===== config.mk =====
export PLATFORM = sky130hd
export DESIGN_NAME = pin_deglitch_pair
export DESIGN_NICKNAME = d
export VERILOG_FILES = /design/src/rtl/deglitch_pkg.sv /design/src/rtl/dg_sync.sv /design/src/rtl/dg_channel.sv /design/src/rtl/pin_deglitch_pair.sv
export SDC_FILE = /design/constraint.sdc
export NUM_CORES = 1
export LEC_CHECK = 0
export BUFFER_PORTS_ARGS = -buffer_cell sky130_fd_sc_hd__buf_2
export CORE_ASPECT_RATIO = 1.25
export CORE_MARGIN = 3
export CORE_UTILIZATION = 24
export DETAILED_ROUTE_END_ITERATION = 12
export PLACE_DENSITY = 0.52
export REMOVE_ABC_BUFFERS = 1
export SLEW_MARGIN = 25
export SYNTH_ARGS = -nofsm -noshare
export SYNTH_HDL_FRONTEND = slang
export SYNTH_SLANG_ARGS = --single-unit

===== constraint.sdc =====
create_clock -name clk -period 3.7 [get_ports clk]
set_input_delay 0.185 -clock clk [delete_from_list [all_inputs] [get_ports clk]]
set_output_delay 0.185 -clock clk [all_outputs]
set_load 0.005 [all_outputs]

===== src/rtl/deglitch_pkg.sv =====
package deglitch_pkg;
  localparam int NUM_PINS = 2;
  localparam int PIN_CLK  = 0;
  localparam int PIN_GATE = 1;
endpackage


===== src/rtl/dg_sync.sv =====
module dg_sync #(
  parameter int STAGES = 2
) (
  input  logic clk,
  input  logic rst,
  input  logic d,
  output logic q
);
  logic [STAGES-1:0] sh;

  always_ff @(posedge clk) begin
    if (rst) sh <= '0;
    else     sh <= {sh[STAGES-2:0], d};
  end

  assign q = sh[STAGES-1];
endmodule


===== src/rtl/dg_channel.sv =====
module dg_channel #(
  parameter int SET_W = 32,
  parameter int SHIFT = 3
) (
  input  logic             clk,
  input  logic             rst,
  input  logic             din,
  input  logic [SET_W-1:0] setting,
  output logic             level,
  output logic             rise,
  output logic             fall
);
  logic [SET_W-1:0] win;
  logic [SET_W-1:0] cnt, cnt_n;
  logic             lvl_n;

  // fixed per-pin scaling of the programmed value
  assign win = setting >> SHIFT;

  always_comb begin
    lvl_n = level;
    cnt_n = cnt;
    if (win == '0) begin
      lvl_n = din;
      cnt_n = '0;
    end else if (din == level) begin
      cnt_n = '0;
    end else if ((cnt + SET_W'(1)) >= win) begin
      lvl_n = din;
      cnt_n = '0;
    end else begin
      cnt_n = cnt + SET_W'(1);
    end
  end

  always_ff @(posedge clk) begin
    if (rst) begin
      level <= 1'b0;
      cnt   <= '0;
      rise  <= 1'b0;
      fall  <= 1'b0;
    end else begin
      level <= lvl_n;
      cnt   <= cnt_n;
      rise  <= lvl_n & ~level;
      fall  <= ~lvl_n & level;
    end
  end
endmodule


===== src/rtl/pin_deglitch_pair.sv =====
module pin_deglitch_pair
  import deglitch_pkg::*;
#(
  parameter int SET_W       = 32,
  parameter int SYNC_STAGES = 2,
  parameter int CLK_SHIFT   = 3,
  parameter int GATE_SHIFT  = 6
) (
  input  logic             clk,
  input  logic             rst,
  input  logic             clk_pin_raw,
  input  logic             gate_pin_raw,
  input  logic [SET_W-1:0] clk_setting,
  input  logic [SET_W-1:0] gate_setting,
  output logic             clk_level,
  output logic             clk_rise,
  output logic             clk_fall,
  output logic             gate_level,
  output logic             gate_rise,
  output logic             gate_fall
);
  logic [NUM_PINS-1:0] raw_v, sync_q, lvl_q, rise_q, fall_q;
  logic [SET_W-1:0]    set_v [NUM_PINS];

  assign raw_v[PIN_CLK]  = clk_pin_raw;
  assign raw_v[PIN_GATE] = gate_pin_raw;
  assign set_v[PIN_CLK]  = clk_setting;
  assign set_v[PIN_GATE] = gate_setting;

  for (genvar i = 0; i < NUM_PINS; i++) begin : g_pin
    localparam int SH = (i == PIN_CLK) ? CLK_SHIFT : GATE_SHIFT;

    dg_sync #(.STAGES(SYNC_STAGES)) u_sync (
      .clk (clk),
      .rst (rst),
      .d   (raw_v[i]),
      .q   (sync_q[i])
    );

    dg_channel #(.SET_W(SET_W), .SHIFT(SH)) u_chan (
      .clk     (clk),
      .rst     (rst),
      .din     (sync_q[i]),
      .setting (set_v[i]),
      .level   (lvl_q[i]),
      .rise    (rise_q[i]),
      .fall    (fall_q[i])
    );
  end

  assign clk_level  = lvl_q[PIN_CLK];
  assign clk_rise   = rise_q[PIN_CLK];
  assign clk_fall   = fall_q[PIN_CLK];
  assign gate_level = lvl_q[PIN_GATE];
  assign gate_rise  = rise_q[PIN_GATE];
  assign gate_fall  = fall_q[PIN_GATE];
endmodule


==> results of run 1 <==
-- metal layers --
metal | global-route usage, % | vias to the layer above
li1 | - | 2086
met1 | 12.5 | 1743
met2 | 16.5 | 71
met3 | 1.92 | 11
met4 | 3.32 | 0
met5 | 0 | -
-- cells in the final DEF (no fill, tap or decap), types with 12 or more instances in the layout --
cell,n
xnor2_1,34
nor2b_1,12
nor4_1,14
buf_2,64
nand2_1,32
nor2_1,22
buf_4,28
nor2b_2,22
xor2_1,20
inv_1,56
a21oi_1,16
nand4_1,13
ha_1,57
nand3_1,28
dfxtp_1,72
nor2b_4,16
and3_1,18
-- cell families (layout without fill, tap and decap cells) --
family,Yosys count,after routing,synth area share (%)
other,1,9,0.0752
XOR/XNOR,55,55,9.66
AO/OA/AOI/OAI,57,57,7.90
AND/OR/NAND/NOR,234,234,32.6
buffers and inverters,62,168,5.70
adder cells (fa/ha/maj),57,57,14.3
flip-flops,74,74,29.7
-- area by class of cell --
| class | count | area share (%) |
|---|---|---|
| Clock inverter | 6 | 0.932 |
| Inverter | 56 | 3.40 |
| Tap cell | 270 | 5.47 |
| Multi-Input combinational cell | 412 | 53.0 |
| Sequential cell | 74 | 24.0 |
| Clock buffer | 10 | 3.71 |
| Timing Repair Buffer | 96 | 9.46 |
-- path summary, 6_finish.rpt --
kind	endpoint	depth (start not counted)
setup / recovery	g_pin[0].u_chan.cnt[11]	15
hold / removal	g_pin[1].u_sync.sh[0]	2
setup reg to reg	g_pin[0].u_chan.cnt[11]	15
hold reg to reg	g_pin[1].u_sync.sh[1]	1
-- registers in the layout, summed over array words and instances, names as in the netlist --
signal,flops
g_pin.u_chan.level,2
g_pin.u_chan.fall,2
g_pin.u_chan.cnt,64
g_pin.u_sync.sh,4
g_pin.u_chan.rise,2
-- through the flow --
stage                     hold slack, ns  utilization [%]  cells  power (mW)
final                             0.0749             30.5    924        1.78
after detailed placement           0.427             28.8    904       0.950
after floorplan                    0.257                -    542       0.889
after global routing               0.107             30.5    924        1.86
after global placement             0.419             28.8    904       0.949
after CTS                         0.0706             30.2    920        1.81
-- repair_timing --
item                       in CTS  in global routing
pin swaps                       1                  6
hold buffers                    0                  0
resized for setup               0                  9
setup endpoints to repair      15                 30
setup buffers                   0                  4
-- power groups by stage --
stage / clock [mW] / combinational (mW) / sequential, mW
floorplan: 0 / 0.0599 / 0.829
global placement: 0 / 0.119 / 0.830
detailed placement: 0 / 0.120 / 0.830
CTS: 0.874 / 0.121 / 0.812
global route: 0.907 / 0.142 / 0.813
finish: 0.845 / 0.121 / 0.812
==> impl_metrics.toml, run 1 <==
[synthesis]
ys_ff_latch = 74
ys_warn_count = 0
synth_top_area_share_pct = 29.7
postSynthCellCount = 540
avgSynthCellArea_sq_um = 9.23
syn_area_sq_um = 4990
synth_edf_count = 0
yosys.area.top_type = "dfxtp_1"
synth_flop_cell = "dfxtp_1"
seq_area_frac_synth_pct = 29.7
async_flop_share_pct = 0
synth.most_common_cell = "dfxtp_1"
synth_area_leaders = "dfxtp_1 30%, ha_1 14%, xnor2_1 6.0%"
yosysUniqueCellTypes = 57
synth_commonest_cells = "74 x dfxtp_1, 57 x ha_1, 56 x inv_1, 34 x xnor2_1, 32 x nand2_1"

[setup_path]
path_cells = "nand4_2, or3_4, or3_4, nor2_2, xor2_1, ha_1, a2111o_1, a31oi_1, o21a_1, o211ai_1, a211oi_2, buf_4, nand3_4, buf_6, and2b_1"
cp-startpoint = "g_pin[0].u_chan.cnt[5]"
worstSetupStartpointType = "register"
path_class = "reg2reg"
cp.required_ns = 3.98
cp_common_cell = "or3_4"
crit_arrival_ns = 3.78
slowest_delay_ns = 0.41
timing.critical_path.fanout_max = 7
ff2ff_setup_slack_ns = 0.20
crit_path_end_kind = "register"
regToRegStartpoint = "g_pin[0].u_chan.cnt[5]"
path_delay_family = "simple AND/OR/NAND/NOR gates"
worst-path-buf-inv = 2
cpMaxStageDelayCell = "or3_4"

[timing]
period_share_pct = 94.7
slew_viol_final = 0
max_clock_freq_mhz = 285
fin_crit_ns = 3.50
fin_ws_ns = 0.196
hold_violations = 0
tns_ns = 0
fin_worst_skew_ns = 0.00518
finalSetupViolCount = 0

[grt]
grt_pass1_vias = 3897
grt_max_degree = 19
overflow = 0
grtUsageTotal_pct = 9.81
grt_antenna_before_repair = 0
grt_pass1_wl_microns = 17900

[route]
num_vias = 3911
routedLengthMet1_microns = 4990
via_per_inst = 4.23
antenna_left = 0
first_iter_violations = 118
top_layer_used = "met4"
drt_pass1_iterations = 4
wl_per_cell_microns = 11.6
met2_length_microns = 4990
wl_met3_microns = 547
route.detailed.drc = 0
drt_wl_total_microns = 10700

[finish]
n_antenna_cell = 0
multiInputGateArea_sq_um = 3270
design_area_sq_um = 6170
layout.nets = 774
areaGrowthSynthToFinish_pct = 23.8
regArea_sq_um = 1480
drive_above_1_share_pct = 27.7
fillers = 2132

[die]
start_util_pct = 24.6
die_area_sq_um = 22600
io_pins = 74
die_h_microns = 167
die_w_microns = 135
rows = 58
core_sq_um = 20200

[job]
maxCapViolCount = 0

[placement]
io_buffers = 64
preCtsSetupSlack_ns = -0.00559
dp_hpwl_microns = 8900
placed_area_sq_um = 5820
place.gp.congestion = 0.802

[power]
switching_share_pct = 22.3
cellPowerDensity_nw_per_um2 = 288
power.share.clock_pct = 47.5
p_leak_nw = 2.82
pwr-share-seq_pct = 45.7
max-vdd-ir-drop_mv = 0.222
p_int_mw = 1.38
switching_power_mw = 0.397
combPwrFrac_pct = 6.8

[clock_network]
htreeDepth = 3
cts_tree = "done"
clk_path_buf_depth = 2
clk_pin_slew_worst_paths_ns = 0.06
cts_buffers = 9
clk_latency_ns = 0.33
cts_root_buf = "clkbuf_16"
clock_sinks = 74

[run_status]
outcome = "completed"

[min_path]
min_path_type = "in2reg"
min_from = "gate_pin_raw"
No activity file was read; power rests on OpenSTA's default activity.
==> inputs of run 2 (changes only) <==
--- a/config.mk
+++ b/config.mk
@@ -8,9 +8,9 @@
 export BUFFER_PORTS_ARGS = -buffer_cell sky130_fd_sc_hd__buf_2
 export CORE_ASPECT_RATIO = 1.25
 export CORE_MARGIN = 3
-export CORE_UTILIZATION = 24
+export CORE_UTILIZATION = 52
 export DETAILED_ROUTE_END_ITERATION = 12
-export PLACE_DENSITY = 0.52
+export PLACE_DENSITY = 0.87
 export REMOVE_ABC_BUFFERS = 1
 export SLEW_MARGIN = 25
 export SYNTH_ARGS = -nofsm -noshare
==> run 2 against run 1 <==
  * Utilization rose by 35 points
  * Worst setup slack got worse by 0.12 ns
  * Combinational power barely moved
  * Critical path depth down 1
  * Register-to-register slack got worse by 0.12 ns
  * First-iteration DRC count up 5.1%
  * Sequential share of layout area grew 0.80 points
  * Hold slack worse by 0.0059 ns
  * Critical endpoint is now g_pin[0].u_chan.cnt[12]
  * Largest cell class unchanged
  * Highest routed layer unchanged
==> impl_metrics.toml, run 2 (synthesized netlist as in run 1, its figures left out) <==
[run_status]
outcome = "completed"

[grt]
grt_pass1_vias = 4291
grt_pass1_wl_microns = 18300
grt_antenna_before_repair = 0
overflow = 0
grt_max_degree = 21
grtUsageTotal_pct = 21.1

[timing]
period_share_pct = 98.1
fin_crit_ns = 3.63
grt_setup_unrepaired = "yes"
fin_ws_ns = 0.0714
fin_worst_skew_ns = 0.00586
hold_violations = 0
slew_viol_final = 0
max_clock_freq_mhz = 276
finalSetupViolCount = 0

[power]
combPwrFrac_pct = 6.8
cellPowerDensity_nw_per_um2 = 296
power.share.clock_pct = 47.8
pwr-share-seq_pct = 45.4
switching_share_pct = 21.7
switching_power_mw = 0.388
p_int_mw = 1.40
max-vdd-ir-drop_mv = 0.212
p_leak_nw = 2.85

[finish]
largest_reg_flops = 64
drive_above_1_share_pct = 30.4
n_antenna_cell = 0
regArea_sq_um = 1500
regMostFlops = "g_pin.u_chan.cnt"
multiInputGateArea_sq_um = 3320
fillers = 699
areaGrowthSynthToFinish_pct = 21.4
largestRegisters = "g_pin.u_chan.cnt (64), g_pin.u_sync.sh (4)"
layout.cells.non_filler = 774
layout_common_cells = "64 x buf_2, 58 x dfxtp_1, 56 x ha_1, 55 x inv_1, 33 x xnor2_1"
layout.nets = 771
final_util_pct = 65.6
final_common_cell = "buf_2"

[placement]
placedCellCount = 747
preCtsSetupSlack_ns = -0.191
io_buffers = 64
place.gp.congestion = 0.818
dp_hpwl_microns = 8730

[setup_path]
timing.critical_path.fanout_max = 8
worstSetupStartpointType = "register"
crit_arrival_ns = 3.90
crit_path_end_kind = "register"
r2r_cells = 14
worstSetupEndpoint = "g_pin[0].u_chan.cnt[12]"
regToRegStartpoint = "g_pin[0].u_chan.cnt[4]"
path_class = "reg2reg"
ff2ff_setup_slack_ns = 0.07
timing.rr.end = "g_pin[0].u_chan.cnt[12]"
cp-startpoint = "g_pin[0].u_chan.cnt[4]"
cp.required_ns = 3.97

[clock_network]
clk_path_buf_depth = 2
cts_buffers = 9
clk_pin_slew_worst_paths_ns = 0.06
cts_tree = "done"
clock_sinks = 74
htreeDepth = 3
cts_root_buf = "clkbuf_16"
clk_latency_ns = 0.33
holdBufCountCts = 0

[route]
num_vias = 4139
first_iter_violations = 124
route.detailed.drc = 0
drt_pass1_iterations = 4
antenna_left = 0
via_per_inst = 5.35
drt_wl_total_microns = 11100
wl_per_cell_microns = 14.3

[job]
maxCapViolCount = 0

[die]
die_area_sq_um = 10800
core_sq_um = 9220
io_pins = 74
die_w_microns = 93.6
rows = 39
die_h_microns = 115
start_util_pct = 54.1

[min_path]
min_path_type = "in2reg"
min_from = "gate_pin_raw"
==> run 2: worst min path at each step <==
stage	slack (ns)	cells after the start	to
2_1_floorplan	0.26	1	g_pin[0].u_sync.sh[0]
3_3_place_gp	0.40	2	g_pin[1].u_sync.sh[0]
3_5_place_dp	0.40	2	g_pin[1].u_sync.sh[0]
4_1_cts	0.05	2	g_pin[1].u_sync.sh[0]
5_1_grt	0.08	2	g_pin[1].u_sync.sh[0]
6_report	0.07	2	g_pin[1].u_sync.sh[0]
==> run 2: per-stage QoR <==
step | instance area, sq um | setup TNS, ns | hold slack (ns) | total power [mW]
after detailed placement | 5560 | -2.87 | 0.402 | 0.948
after global placement | 5560 | 0 | 0.399 | 0.940
final | 6050 | 0 | 0.0690 | 1.79
after CTS | 5930 | 0 | 0.0513 | 1.81
after global routing | 6050 | -1.35 | 0.0779 | 1.86
after floorplan | 4940 | -0.211 | 0.257 | 0.889
==> run 2: area by class of cell <==
cell class	count	area share (%)
sequential	74	24.8
inverter	56	3.47
clock inverter	5	0.889
clock buffer	11	4.01
timing repair buffer	93	9.36
tap	123	2.54
multi-input combinational	412	54.9
==> run 2: metal layers <==
layer	GRT usage (%)	wire, microns
met1	21.3	4310
met2	41.9	6210
met3	4.42	389
met4	7.61	191
met5	0	0
==> run 2: power groups by stage <==
stage                     Sequential (mW)  Combinational, mW  Clock, mW
after global placement              0.829              0.111          0
after detailed placement            0.830              0.118          0
after CTS                           0.812              0.121      0.873
after floorplan                     0.829             0.0599          0
final                               0.812              0.122      0.856
after global routing                0.813              0.139      0.912
==> run 2: what timing repair did <==
action	in CTS	in global routing
buffers inserted	6	5
pin swaps	5	9
cloned	0	0
gates resized for setup	4	28
setup endpoints to repair	27	61
==> run 2: worst max-delay path, stage by stage (launching register included) <==
cell and delay (ns):
dfxtp_2 0.35, nand4_4 0.11, or3_4 0.36, or3_4 0.40, nor2_4 0.12, xor2_2 0.18
ha_1 0.27, a2111o_1 0.41, a31oi_2 0.18, o21a_1 0.16, o211ai_1 0.13, a211oi_2 0.34
nand3_4 0.19, buf_12 0.18, and2b_1 0.18
==> inputs of run 3 (changes only) <==
--- a/config.mk
+++ b/config.mk
@@ -5,13 +5,15 @@
 export SDC_FILE = /design/constraint.sdc
 export NUM_CORES = 1
 export LEC_CHECK = 0
-export BUFFER_PORTS_ARGS = -buffer_cell sky130_fd_sc_hd__buf_2
 export CORE_ASPECT_RATIO = 1.25
 export CORE_MARGIN = 3
-export CORE_UTILIZATION = 52
+export CORE_UTILIZATION = 58
+export CTS_BUF_LIST = sky130_fd_sc_hd__clkbuf_16
 export DETAILED_ROUTE_END_ITERATION = 12
-export PLACE_DENSITY = 0.87
+export DONT_BUFFER_PORTS = 1
+export PLACE_DENSITY = 0.86
 export REMOVE_ABC_BUFFERS = 1
+export SKIP_LAST_GASP = 1
 export SLEW_MARGIN = 25
 export SYNTH_ARGS = -nofsm -noshare
 export SYNTH_HDL_FRONTEND = slang
==> run 3 against run 2 <==
  * Sequential share of layout area grew 1.1 points
  * Sequential power is essentially flat
  * First-iteration DRC count shrank 1.6%
  * Non-clock buffer count shrank 62
  * Critical endpoint unchanged
==> impl_metrics.toml, run 3 (synthesized netlist as in run 1, its figures left out) <==
[run_status]
outcome = "completed"

[grt]
grt_max_degree = 21
overflow = 0
grt_antenna_before_repair = 0
grt_pass1_vias = 4128
grtUsageTotal_pct = 22.2
grt_pass1_wl_microns = 17000

[clock_network]
cts_buffers = 9
clk_latency_ns = 0.33
htreeDepth = 3
cts_root_buf = "clkbuf_16"
cts_tree = "done"
clock_sinks = 74
clk_pin_slew_worst_paths_ns = 0.06
clk_path_buf_depth = 2

[die]
die_w_microns = 88.9
die_h_microns = 110
io_pins = 74
die_area_sq_um = 9750
rows = 37
start_util_pct = 60.2
core_sq_um = 8290

[route]
drt_pass1_iterations = 4
routedLengthMet1_microns = 4060
wl_met3_microns = 450
first_iter_violations = 122
antenna_left = 0
drt_wl_total_microns = 10800
wl_per_cell_microns = 15.7
top_layer_used = "met4"
met2_length_microns = 6050
via_per_inst = 5.79
num_vias = 3970
route.detailed.drc = 0

[power]
p_leak_nw = 2.62
cellPowerDensity_nw_per_um2 = 315
max-vdd-ir-drop_mv = 0.226
power_mw = 1.82

[placement]
preCtsSetupSlack_ns = -0.133
placed_area_sq_um = 5250
place.gp.congestion = 0.887
io_buffers = 0
placedCellCount = 660
dp_hpwl_microns = 8350

[setup_path]
cp.required_ns = 3.97
timing.critical_path.fanout_max = 7
worstSetupEndpoint = "g_pin[0].u_chan.cnt[12]"
crit_arrival_ns = 3.87
crit_path_end_kind = "register"
cp-startpoint = "g_pin[0].u_chan.cnt[0]"
path_class = "reg2reg"
timing.rr.end = "g_pin[0].u_chan.cnt[12]"
crit_cells = 14
cp_common_cell = "or3_4"
path_delay_family = "simple AND/OR/NAND/NOR gates"
path_cells = "nand3_2, or3_4, or3_4, nor2_4, xor2_2, ha_1, a2111o_1, a31oi_1, o21a_1, o211ai_1, a211oi_2, nand3_4, buf_12, and2b_1"
r2r_cells = 14
regToRegStartpoint = "g_pin[0].u_chan.cnt[0]"
worst-path-buf-inv = 1
ff2ff_setup_slack_ns = 0.09
cpMaxStageDelayCell = "a2111o_1"
worstSetupStartpointType = "register"
slowest_delay_ns = 0.42

[finish]
regMostFlops = "g_pin.u_chan.cnt"
fillers = 587
final_common_cell = "dfxtp_1"
layout.cells.non_filler = 686
largest_reg_flops = 64
layout.nets = 709
areaGrowthSynthToFinish_pct = 15.8
multiInputGateArea_sq_um = 3330
design_area_sq_um = 5770
largestRegisters = "g_pin.u_chan.cnt (64), g_pin.u_sync.sh (4)"
n_antenna_cell = 0
drive_above_1_share_pct = 22.4
layout_common_cells = "62 x dfxtp_1, 56 x inv_1, 56 x ha_1, 32 x nand2_1, 32 x xnor2_1"
final_util_pct = 69.7
regArea_sq_um = 1500

[timing]
hold_violations = 0
slew_viol_final = 0
period_share_pct = 97.4
grt_setup_unrepaired = "yes"
fin_crit_ns = 3.61
finalSetupViolCount = 0
fin_ws_ns = 0.0948
worstMarginPinSlew_ns = 0.554
max_clock_freq_mhz = 277
max_slew_margin_pct = 62.8
fin_worst_skew_ns = 0.00429

[job]
maxCapViolCount = 0

[min_path]
min_path_type = "in2reg"
[run 3: cell types whose count changed in the layout (fill, tap and decap cells not counted), sizes merged]
cell / previous run / this run
buf: 93 / 27
bufinv: 1 / 2
clkbuf: 11 / 10
inv: 56 / 58
clkinv: 4 / 2
dlygate4sd3: 0 / 3
clkinvlp: 0 / 1
[run 3: area by class of cell]
type | instances | share of cell area [%]
clock buffers | 9 | 3.90
clock inverters | 7 | 1.63
multi-input cells | 412 | 57.6
flip-flops and latches | 74 | 25.9
inverters | 56 | 3.64
well taps | 97 | 2.10
repair buffers | 31 | 5.18
[run 3: worst min-delay path by stage]
stage               start                    end  slack (ns)  cells past startpoint
global route          rst  g_pin[1].u_chan.level        0.08                      2
CTS                   rst  g_pin[0].u_chan.level        0.06                      2
floorplan             rst  g_pin[0].u_sync.sh[0]        0.26                      1
finish                rst  g_pin[1].u_chan.level        0.06                      2
global placement      rst  g_pin[1].u_sync.sh[0]        0.26                      1
detailed placement    rst  g_pin[1].u_sync.sh[1]        0.26                      1
[run 3: metrics by stage]
step / hold WS (ns) / TNS, ns
after floorplan: 0.257 / -0.211
after global placement: 0.258 / 0
after detailed placement: 0.260 / -1.31
after CTS: 0.0575 / 0
after global routing: 0.0775 / -0.159
final: 0.0611 / 0
[run 3: timing repair]
item | 4_1_cts | 5_1_grt
cloned | 0 | 1
gates resized for setup | 0 | 30
pin swaps | 2 | 13
setup endpoints to repair | 22 | 52
hold endpoints to repair | 8 | 0
buffers inserted | 2 | 4
hold buffers | 3 | 0
[run 3: power by group]
part           leakage, nW  internal, mW  switching (mW)  total, mW
clock network        0.157         0.590           0.328      0.918
logic                 1.86        0.0394          0.0462     0.0856
registers            0.607         0.806         0.00713      0.813
[run 3: worst reg2reg max path: stages (launching register included)]
cell and delay (ns):
dfxtp_2 0.34, nand3_2 0.10, or3_4 0.39, or3_4 0.40, nor2_4 0.11, xor2_2 0.16
ha_1 0.27, a2111o_1 0.42, a31oi_1 0.14, o21a_1 0.15, o211ai_1 0.11, a211oi_2 0.33
nand3_4 0.23, buf_12 0.20, and2b_1 0.19
[run 3: per-layer routing]
metal  vias to the layer above  GRT usage [%]
met3                        18           4.20
met5                         -              0
met2                       113           43.0
met4                         0           8.94
li1                       1949              -
met1                      1890           22.7
